==> src/rtl/cal_fmt_pkg.sv <==
package cal_fmt_pkg;
    typedef enum logic [1:0] {
        WL_16      = 2'b00,
        WL_24      = 2'b01,
        WL_32_ZPAD = 2'b10,
        WL_32_SEXT = 2'b11
    } wlen_e;
endpackage

==> src/rtl/cal_diff_stage.sv <==
module cal_diff_stage #(
    parameter int DATA_W = 24
) (
    input  logic                clk,
    input  logic                rst,
    input  logic                in_valid,
    input  logic [DATA_W-1:0]   in_sample,
    input  logic [DATA_W-1:0]   ofs,
    input  logic [DATA_W-1:0]   gain,
    input  cal_fmt_pkg::wlen_e  wlen,
    output logic                s1_valid,
    output logic signed [DATA_W:0] s1_diff,
    output logic [DATA_W-1:0]   s1_gain,
    output cal_fmt_pkg::wlen_e  s1_wlen
);
    // Sign-extend both operands by one bit so the difference cannot wrap.
    logic signed [DATA_W:0] diff_c;

    always_comb begin
        diff_c = $signed({in_sample[DATA_W-1], in_sample}) - $signed({ofs[DATA_W-1], ofs});
    end

    always_ff @(posedge clk) begin
        if (rst) begin
            s1_valid <= 1'b0;
            s1_diff  <= '0;
            s1_gain  <= '0;
            s1_wlen  <= cal_fmt_pkg::WL_24;
        end else begin
            s1_valid <= in_valid;
            if (in_valid) begin
                s1_diff <= diff_c;
                s1_gain <= gain;
                s1_wlen <= wlen;
            end
        end
    end
endmodule

==> src/rtl/cal_word_pack.sv <==
module cal_word_pack #(
    parameter int DATA_W  = 24,
    parameter int SHORT_W = 16,
    parameter int OUT_W   = 32
) (
    input  logic [DATA_W-1:0]  value,
    input  cal_fmt_pkg::wlen_e wlen,
    output logic [OUT_W-1:0]   word
);
    localparam int PAD_W   = OUT_W - DATA_W;
    localparam int SHPAD_W = OUT_W - SHORT_W;

    always_comb begin
        unique case (wlen)
            cal_fmt_pkg::WL_16:      word = {{SHPAD_W{1'b0}}, value[DATA_W-1 -: SHORT_W]};
            cal_fmt_pkg::WL_24:      word = {{PAD_W{1'b0}}, value};
            cal_fmt_pkg::WL_32_ZPAD: word = {value, {PAD_W{1'b0}}};
            cal_fmt_pkg::WL_32_SEXT: word = {{PAD_W{value[DATA_W-1]}}, value};
            default:                 word = '0;
        endcase
    end
endmodule

==> src/rtl/cal_scale_stage.sv <==
module cal_scale_stage #(
    parameter int DATA_W  = 24,
    parameter int FRAC_W  = 23,
    parameter int SHORT_W = 16,
    parameter int OUT_W   = 32
) (
    input  logic                   clk,
    input  logic                   rst,
    input  logic                   s1_valid,
    input  logic signed [DATA_W:0] s1_diff,
    input  logic [DATA_W-1:0]      s1_gain,
    input  cal_fmt_pkg::wlen_e     s1_wlen,
    output logic                   out_valid,
    output logic [OUT_W-1:0]       out_word,
    output logic [1:0]             out_wlen
);
    localparam int PROD_W = 2 * (DATA_W + 1);

    logic signed [PROD_W-1:0] prod;
    logic signed [PROD_W-1:0] scaled;
    logic [DATA_W-1:0]        clamped;
    logic                     fits;
    logic [OUT_W-1:0]         packed_w;

    always_comb begin
        prod   = PROD_W'(s1_diff * $signed({1'b0, s1_gain}));
        scaled = prod >>> FRAC_W;
        // In range when every bit from the top down to the result sign agrees.
        fits   = (&scaled[PROD_W-1:DATA_W-1]) | ~(|scaled[PROD_W-1:DATA_W-1]);
        if (fits)
            clamped = scaled[DATA_W-1:0];
        else if (scaled[PROD_W-1])
            clamped = {1'b1, {(DATA_W-1){1'b0}}};
        else
            clamped = {1'b0, {(DATA_W-1){1'b1}}};
    end

    cal_word_pack #(
        .DATA_W (DATA_W),
        .SHORT_W(SHORT_W),
        .OUT_W  (OUT_W)
    ) u_pack (
        .value(clamped),
        .wlen (s1_wlen),
        .word (packed_w)
    );

    always_ff @(posedge clk) begin
        if (rst) begin
            out_valid <= 1'b0;
            out_word  <= '0;
            out_wlen  <= 2'b01;
        end else begin
            out_valid <= s1_valid;
            if (s1_valid) begin
                out_word <= packed_w;
                out_wlen <= s1_wlen;
            end
        end
    end

    AST_HOLD_IDLE: assert property (@(posedge clk) disable iff (rst)
        !s1_valid |=> ($stable(out_word) && $stable(out_wlen)));
    AST_SHORT_UPPER_ZERO: assert property (@(posedge clk) disable iff (rst)
        (out_valid && out_wlen == 2'b00) |-> (out_word[OUT_W-1:SHORT_W] == '0));
    AST_ZPAD_LOW_ZERO: assert property (@(posedge clk) disable iff (rst)
        (out_valid && out_wlen == 2'b10) |-> (out_word[OUT_W-DATA_W-1:0] == '0));
    AST_SEXT_UNIFORM: assert property (@(posedge clk) disable iff (rst)
        (out_valid && out_wlen == 2'b11) |->
        ((&out_word[OUT_W-1:DATA_W-1]) || !(|out_word[OUT_W-1:DATA_W-1])));
endmodule

==> src/rtl/cal_sample_fmt.sv <==
module cal_sample_fmt #(
    parameter int DATA_W  = 24,
    parameter int HI_W    = 16,
    parameter int FRAC_W  = 23,
    parameter int SHORT_W = 16,
    parameter int OUT_W   = 32
) (
    input  logic                clk,
    input  logic                rst,
    input  logic                in_valid,
    input  logic [DATA_W-1:0]   in_sample,
    input  logic [HI_W-1:0]     ofs_upper,
    input  logic [DATA_W-HI_W-1:0] ofs_byte,
    input  logic [HI_W-1:0]     gain_upper,
    input  logic [DATA_W-HI_W-1:0] gain_byte,
    input  logic [1:0]          wlen_sel,
    output logic                out_valid,
    output logic [OUT_W-1:0]    out_word,
    output logic [1:0]          out_wlen
);
    logic [DATA_W-1:0]      ofs_full;
    logic [DATA_W-1:0]      gain_full;
    cal_fmt_pkg::wlen_e     wlen_in;
    logic                   s1_valid;
    logic signed [DATA_W:0] s1_diff;
    logic [DATA_W-1:0]      s1_gain;
    cal_fmt_pkg::wlen_e     s1_wlen;

    assign ofs_full  = {ofs_upper, ofs_byte};
    assign gain_full = {gain_upper, gain_byte};
    assign wlen_in   = cal_fmt_pkg::wlen_e'(wlen_sel);

    cal_diff_stage #(.DATA_W(DATA_W)) u_diff (
        .clk      (clk),
        .rst      (rst),
        .in_valid (in_valid),
        .in_sample(in_sample),
        .ofs      (ofs_full),
        .gain     (gain_full),
        .wlen     (wlen_in),
        .s1_valid (s1_valid),
        .s1_diff  (s1_diff),
        .s1_gain  (s1_gain),
        .s1_wlen  (s1_wlen)
    );

    cal_scale_stage #(
        .DATA_W (DATA_W),
        .FRAC_W (FRAC_W),
        .SHORT_W(SHORT_W),
        .OUT_W  (OUT_W)
    ) u_scale (
        .clk      (clk),
        .rst      (rst),
        .s1_valid (s1_valid),
        .s1_diff  (s1_diff),
        .s1_gain  (s1_gain),
        .s1_wlen  (s1_wlen),
        .out_valid(out_valid),
        .out_word (out_word),
        .out_wlen (out_wlen)
    );

    AST_STAGE_FOLLOWS: assert property (@(posedge clk) disable iff (rst)
        s1_valid |=> out_valid);
    AST_NO_SPURIOUS: assert property (@(posedge clk) disable iff (rst)
        out_valid |-> $past(s1_valid));
    AST_FIRST_STAGE: assert property (@(posedge clk) disable iff (rst)
        in_valid |=> s1_valid);
endmodule

==> config.mk <==
export PLATFORM = sky130hd
export DESIGN_NAME = cal_sample_fmt
export DESIGN_NICKNAME = d
export VERILOG_FILES = /design/src/rtl/cal_fmt_pkg.sv /design/src/rtl/cal_diff_stage.sv /design/src/rtl/cal_word_pack.sv /design/src/rtl/cal_scale_stage.sv /design/src/rtl/cal_sample_fmt.sv
export SDC_FILE = /design/constraint.sdc
export NUM_CORES = 2
export LEC_CHECK = 0
export BUFFER_PORTS_ARGS = -buffer_cell sky130_fd_sc_hd__buf_2
export CAP_MARGIN = 20
export CORE_ASPECT_RATIO = 2
export CORE_MARGIN = 2
export CORE_UTILIZATION = 65
export DETAILED_ROUTE_END_ITERATION = 12
export PLACE_DENSITY = 0.92
export SYNTH_ARGS = -nofsm -noshare
export SYNTH_HDL_FRONTEND = slang
export SYNTH_SLANG_ARGS = --single-unit
==> constraint.sdc <==
create_clock -name clk -period 19.6 [get_ports clk]
set_input_delay 5.88 -clock clk [delete_from_list [all_inputs] [get_ports clk]]
set_output_delay 5.88 -clock clk [all_outputs]
set_load 0.02 [all_outputs]
==> reports/qor.txt <==
Status: finished, final reports clean
Worst Setup End Kind: flip-flop
Pre-CTS setup slack: 10080 ps
Remaining DRCs: 0
Reg2Reg Setup Slack: 9910 ps
Total gr overflow: 0
Worst reg2reg startpoint: u_diff.s1_diff[24]
Pwr dens: 62.0 mW/mm2
Xor/xnor share of the synthesized area: 0.0169
Mux cell area share after synthesis: 0.0168
CTS tree: built
CTS buffer count: 9
Post-CTS Setup Bufs: 0
Initial antenna violation count: 4
Finished Core Util: 0.690
Setup_tns: 0 ps
Min-Delay Startpoint: u_scale.out_word[22]
Path depth of the worst reg2reg path: 25
Final period util: 0.495
Compound-cell area share of the yosys netlist: 0.0677
Routability cong.: 1.02
Final Setup Violations: 0
Synth unique cells: 82
Port bufs: 111
Total core area: 0.0410 mm2
Final net count: 3892
First-pass GRT wire length: 131000 um
Main combinational cell family by area after synthesis: adder cells
Max-Slew Margin vs Limit: 0.153
Fin crit period: 9690 ps
Violation count after the first detailed-route iteration: 1431
Clk_lat worst skew: 380 ps
Hold endpoint: u_scale.out_word[22]
Drt pass-1 iters: 6
Reg2reg end: u_scale.out_word[8]
Simple-gate portion of the synthesized area: 0.165
Hold path depth: 1
Half-perimeter wire length after placement: 66200 um
Initial core utilization: 0.657
Least-Margin Pin Slew: 1270 ps
RSZ-0062 raised after global routing: false
Via count: 21500
Antenna Nets Post-Route: 0
Critical path type: flip-flop to flip-flop
Total Die Area: 0.0432 mm2
Area of the mapped netlist: 0.0269 mm2
Internal power: 769 uW
Final Slew Violations: 0
Worst EP required: 19870 ps
Area Overhead vs Synth: 4.93%
Maximum VDD drop: 0.147 mV
Static leakage: 0.0150 uW
DR vias/cell: 6.05
Post-CTS resize count: 0
Clk pin slew, worst setup/hold paths: 80 ps
Root buf cell: clkbuf_16
CTS Hold Bufs: 0
Die height: 292 um
# clock sinks: 87
Gr usage total: 0.404
Most frequent cells in the layout: 748 x inv_1, 633 x fa_1, 377 x and2_1, 287 x nand2_1, 163 x ha_1
Routed len/inst: 23.3 um
Non-Filler Instances: 3561
Sequential Power Share: 0.133
H-tree levels: 3
Yosys warns: 0
Largest net degree at the start of global routing: 75
Die width: 148 um
Ys async rst share: 0
IO Count: 112
CP Max Fanout: 25
Post-Synth Adder-Cell Area: 0.546
Worst setup slack after layout: 9910 ps
Max Clk Rate: 103 MHz
Clk buf depth: 2
Gate power share: 0.763
Layout cells sized above 1: 0.0628
Row cnt: 105
Sw Ratio: 0.561
Post-synthesis sequential area ratio: 0.0646
Hold Slack: 469 ps
Layout Skew: 30.6 ps
Post-Synthesis Cells: 2991
Vias in the first global route: 25500
Psw: 985 uW
#FFs+latches synth: 87
Crit start category: flip-flop
Post-synth EDFFs: 0
Most common cell after layout, fill and taps aside: inv_1
Clock power frac: 0.104
Post-Syn Nets: 3864
Arr. time, crit path: 9960 ps
Inst Count DP: 3542
Synthesized area per cell: 9.01 um2
DRT Wirelength: 82900 um
HP Class: flip-flop to flip-flop
Top FF cell, synth: dfxtp_1
Max Cap Violations: 0
Final hold violation count: 0
## metrics by stage
| step | power, uW | cell area (um2) |
|---|---|---|
| after floorplan | 1110 | 26900 |
| after global routing | 1880 | 28300 |
| final | 1750 | 28300 |
| after global placement | 1480 | 27900 |
| after detailed placement | 1520 | 27900 |
| after CTS | 1710 | 28200 |
## area by class of cell
class / count / area, um2
fillers: 3083 / 12700
diodes: 2 / 5.00
flip-flops and latches: 87 / 1740
clock buffers: 9 / 225
clock inverters: 7 / 71.3
inverters: 750 / 2820
well taps: 535 / 669
multi-input cells: 2023 / 21900
repair buffers: 148 / 853
## cell families after synthesis
kind of cell / Yosys count
buffers and inverters: 881
AND/OR/NAND/NOR: 871
adder cells (fa/ha/maj): 796
AO/OA/AOI/OAI: 261
flip-flops: 87
XOR/XNOR: 51
multiplexers: 44
## flip-flops by register name (all words and copies together), names as in the netlist
register,count
u_diff.s1_valid,1
u_diff.s1_gain,24
u_diff.s1_wlen,2
u_scale.out_word,32
u_scale.out_wlen,2
u_scale.out_valid,1
u_diff.s1_diff,25
## layer usage
metal	GRT usage	wire length [um]	vias to the layer above
li1	-	-	8883
met2	0.711	43200	1249
met3	0.0866	5920	676
met5	0	10	-
met4	0.416	11100	2
met1	0.362	22700	10700
## synthesized netlist by cell type (15+ instances only)
master	number	area share
inv_1	748	0.10
fa_1	633	0.47
and2_1	377	0.088
nand2_1	287	0.040
ha_1	163	0.076
clkbuf_1	126	0.018
nor2_1	110	0.015
dfxtp_1	87	0.065
a21oi_1	59	0.011
o21ai_0	50	0.0093
mux2i_1	40	0.015
a211oi_1	32	0.0089
xnor2_1	32	0.010
nand3_1	18	0.0033
xor2_1	18	0.0058
nor3_1	15	0.0028
## power groups by stage
stage               registers (uW)  logic, uW  clock network, uW
finish                         234       1340                182
global placement               235       1240                  0
CTS                            233       1300                181
detailed placement             237       1290                  0
global route                   235       1460                187
floorplan                      230        882                  0
## worst max-delay path, stage by stage (launching register included)
cell	delay (ps)
dfxtp_1	1040
nand2_1	210
inv_1	190
fa_1	510
fa_1	850
inv_1	170
fa_1	500
inv_1	410
fa_1	540
fa_1	530
fa_1	510
inv_1	50
fa_1	470
inv_1	50
ha_1	410
o21ai_0	150
o21ai_0	240
a211oi_1	120
o211ai_1	410
mux2_2	400
a211oi_2	280
nand4b_1	220
or2_1	290
mux2i_2	640
nand3_1	140
a311oi_1	290
## how the worst max path moves through the flow
| stage | endpoint | start | depth (start not counted) |
|---|---|---|---|
| final | u_scale.out_word[8] | u_diff.s1_diff[24] | 25 |
| after CTS | u_scale.out_word[8] | u_diff.s1_diff[24] | 25 |
| after global placement | u_scale.out_word[8] | u_diff.s1_diff[24] | 25 |
| after global routing | u_scale.out_word[23] | u_diff.s1_diff[24] | 25 |
| after floorplan | u_diff.s1_diff[24] | ofs_byte[2] | 12 |
| after detailed placement | u_scale.out_word[8] | u_diff.s1_diff[24] | 25 |
Power figures use the tool's default switching activity.
